**src/rtl/prienc_pkg.sv**
```systemverilog
`timescale 1ns/1ps
package prienc_pkg;
   localparam int DEF_SLICE_W = 8;
   localparam int DEF_SLICES  = 2;

   function automatic bit is_pow2(input int v);
      return (v >= 2) && ((v & (v - 1)) == 0);
   endfunction
endpackage

```
**src/rtl/prienc_slice.sv**
```systemverilog
`timescale 1ns/1ps
module prienc_slice #(
   parameter int W = 8,
   localparam int CW = $clog2(W)
) (
   input  logic          ein_n,
   input  logic [W-1:0]  req_n,
   output logic [CW-1:0] code_n,
   output logic          gs_n,
   output logic          eo_n
);
   import prienc_pkg::*;

   generate
      if (!is_pow2(W)) begin : g_bad_w
         $error("prienc_slice: W must be a power of two, at least 2");
      end
   endgenerate

   logic          hit;
   logic [CW-1:0] idx;

   // Ascending scan: the last active line seen is the most urgent one.
   always_comb begin
      hit = 1'b0;
      idx = '0;
      for (int i = 0; i < W; i++) begin
         if (!req_n[i]) begin
            hit = 1'b1;
            idx = CW'(i);
         end
      end
   end

   assign code_n = (ein_n || !hit) ? '1 : ~idx;
   assign gs_n   = ein_n | ~hit;
   assign eo_n   = ein_n | hit;
endmodule

```
**src/rtl/prienc_merge.sv**
```systemverilog
`timescale 1ns/1ps
module prienc_merge #(
   parameter int SLICES = 2,
   parameter int CW     = 3
) (
   input  logic [SLICES-1:0][CW-1:0] codes_n,
   output logic [CW-1:0]             code_n
);
   // Idle slices drive all ones, so the AND keeps only the winner's code.
   always_comb begin
      code_n = '1;
      for (int s = 0; s < SLICES; s++) code_n &= codes_n[s];
   end
endmodule

```
**src/rtl/prienc_chain.sv**
```systemverilog
`timescale 1ns/1ps
module prienc_chain #(
   parameter int SLICE_W = prienc_pkg::DEF_SLICE_W,
   parameter int SLICES  = prienc_pkg::DEF_SLICES,
   localparam int LCW  = $clog2(SLICE_W),
   localparam int HCW  = $clog2(SLICES),
   localparam int CW   = LCW + HCW,
   localparam int REQS = SLICE_W * SLICES
) (
   input  logic            ein_n,
   input  logic [REQS-1:0] req_n,
   output logic [CW-1:0]   code_n,
   output logic            gs_n,
   output logic            eo_n
);
   import prienc_pkg::*;

   generate
      if (!is_pow2(SLICES)) begin : g_bad_slices
         $error("prienc_chain: SLICES must be a power of two, at least 2");
      end
   endgenerate

   logic [SLICES:0]              chain_n;
   logic [SLICES-1:0]            sgs_n;
   logic [SLICES-1:0][LCW-1:0]   scode_n;
   logic [LCW-1:0]               lo_n;
   logic [HCW-1:0]               hi_n;
   logic                         grp_eo_n;

   // The most urgent slice takes the external enable; each one enables the next lower.
   assign chain_n[SLICES] = ein_n;

   generate
      for (genvar s = 0; s < SLICES; s++) begin : g_slice
         prienc_slice #(.W(SLICE_W)) u_slice (
            .ein_n  (chain_n[s+1]),
            .req_n  (req_n[s*SLICE_W +: SLICE_W]),
            .code_n (scode_n[s]),
            .gs_n   (sgs_n[s]),
            .eo_n   (chain_n[s])
         );
      end
   endgenerate

   // A narrow encoder over the group selects names the owning slice.
   prienc_slice #(.W(SLICES)) u_group (
      .ein_n  (ein_n),
      .req_n  (sgs_n),
      .code_n (hi_n),
      .gs_n   (gs_n),
      .eo_n   (grp_eo_n)
   );

   prienc_merge #(.SLICES(SLICES), .CW(LCW)) u_merge (
      .codes_n (scode_n),
      .code_n  (lo_n)
   );

   assign code_n = {hi_n, lo_n};
   // The chain tail and the group encoder agree; both are low only when enabled and idle.
   assign eo_n   = chain_n[0] & grp_eo_n;
endmodule

```
**config.mk**
```make
export PLATFORM = sky130hd
export DESIGN_NAME = prienc_chain
export DESIGN_NICKNAME = d
export VERILOG_FILES = /design/src/rtl/prienc_pkg.sv /design/src/rtl/prienc_slice.sv /design/src/rtl/prienc_merge.sv /design/src/rtl/prienc_chain.sv
export SDC_FILE = /design/constraint.sdc
export NUM_CORES = 1
export LEC_CHECK = 0
export ABC_CLOCK_PERIOD_IN_PS = 2200
export BUFFER_PORTS_ARGS = -buffer_cell sky130_fd_sc_hd__buf_2
export CAP_MARGIN = 20
export CORE_AREA = 2 2 39 41
export DETAILED_ROUTE_END_ITERATION = 7
export DIE_AREA = 0 0 41 43
export REMOVE_ABC_BUFFERS = 1
export SYNTH_ARGS = -nofsm -noshare
export SYNTH_HDL_FRONTEND = slang
export SYNTH_HIERARCHICAL = 1
export SYNTH_SLANG_ARGS = --single-unit
```
**constraint.sdc**
```tcl
create_clock -name vclk -period 2.2
set_input_delay 0.11 -clock vclk [all_inputs]
set_output_delay 0.11 -clock vclk [all_outputs]
set_load 0.01 [all_outputs]
```
==> run metrics <==
drt drc=0; core area=1384 µm²; die width=41 µm; Mean Syn Cell Area=6.395 µm²; RSZ-0062 raised after global routing=no; Syn-to-layout area delta=55.43%; outcome=completed; worst slew pin tran=172.2 ps; Switching Share=46.49%; PnR Total Power=50.90 µW; Max FO, Critical Path=5; combinational power share=100.0%; FP Rows=14; initial drt markers=3; diode count=0; post-CTS resize count=0; Total GRT Usage=6.993%; CTS Hold Bufs=0; clock group share of total power=0%; Avg WL per Cell=8.351 µm; # clk buffers=0; Nets=77; final setup TNS=0 ps; die area=1763 µm²; Final setup viols=0; switching pwr=23.67 µW; Inst Count DP=74; share of cells above drive strength 1=44.83%; synth unique cells=14; Post-Syn Area=230.2 µm²; Seq/Total Area, Yosys=0%; Syn Inst Count=36; antenna violations before repair=0; final hold vios=0; Routed Antenna Nets=0; Post-DP HPWL=584.3 µm; via count=323; Req. time, crit path=2090 ps; TritonRoute pass-1 iters=4; Sequential Area=0 µm²; Ys Warns=6; pin count of the biggest net entering global routing=9; Cell Count, Final, Fillers Out=74; leakage=0.1521 nW; Setup Fix Bufs, Post-CTS=0; Initial Util=16.64%; f_max=651.6 MHz; Ports=23; Slew Limit Fails=0; Worst setup EP type=output pin; Seq Cell Count=0; VDD IR max=0.04375 mV; number of port buffers=23; Slew headroom=88.48%; P_int=27.24 µW; HP Class=input port to output pin; Die Y=43 µm; WL final=618 µm; first-pass GRT wire length=938 µm; vias per cell=4.365; GPL Wtd Cong=0.6804; PwrDens=142.2 nW/µm²; number of global-route vias before repair=276; MaxCap Viol Count=0; final period utilization=69.76%; commonest non-fill, non-tap cells in the layout=23 x buf_2, 6 x nand2b_1; total gr overflow=0; startpoint types=input port; Worst EP arrival=1420 ps; most common cell after layout, fill and taps aside=buf_2; crit path kind=input port to output pin; sequential power share=0%; Tmin final=1535 ps
==> cell families after synthesis <==
kind of cell    share of synthesized area [%]
buf+inv                                 3.262
simple gates                            69.02
compound gates                          27.72
==> Yosys cell counts, drive strengths merged <==
library cell / number / share of area, %
nand2b: 6 / 16
a311o: 4 / 17
and2: 4 / 11
nand2: 4 / 6.5
nand4: 4 / 11
a21o: 3 / 10
or2: 3 / 8.2
nand3: 2 / 4.3
nor2: 2 / 3.3
or3: 2 / 5.4
buf: 1 / 3.3
nand3b: 1 / 3.3
==> metal layers <==
layer  global-route usage [%]  share of wire (%)  up-vias
li1                         -                  -      179
met1                    9.177                 44      128
met2                    12.81                 44       16
met3                        0                 11        0
met4                        0                  0        0
met5                        0                  0        -
==> stage by stage <==
step / hold slack, ps / worst slack (ps) / cell area [µm²] / util, %
floorplan: 309.0 / 919.1 / 222.7 / -
global placement: 566.2 / 679.6 / 357.8 / 25.86
detailed placement: 568.9 / 662.6 / 357.8 / 25.86
CTS: 569.4 / 662.6 / 357.8 / 25.86
global route: 594.4 / 568.4 / 357.8 / 25.86
finish: 569.1 / 665.4 / 357.8 / 25.86
==> final timing paths <==
path	slack (ps)	to	start	cells past startpoint
worst max-delay path	670	eo_n	req_n[15]	6
worst min-delay path	570	gs_n	ein_n	3
==> power groups by stage <==
stage | Combinational, mW | Sequential (mW) | Clock (mW)
floorplan | 0.0218 | 0 | 0
global placement | 0.0509 | 0 | 0
detailed placement | 0.0515 | 0 | 0
CTS | 0.0517 | 0 | 0
global route | 0.0571 | 0 | 0
finish | 0.0509 | 0 | 0
==> area by class of cell <==
type | instances | area [µm²]
Fill cell | 158 | 1026
Multi-Input combinational cell | 35 | 222.7
Timing Repair Buffer | 23 | 115.1
Tap cell | 16 | 20.02
==> critical path, stage by stage <==
cell and delay (ps):
buf_2 100, nand4_1 140, or3_1 420, or3_1 370, and2_1 150, buf_2 130
Power figures use the tool's default switching activity.
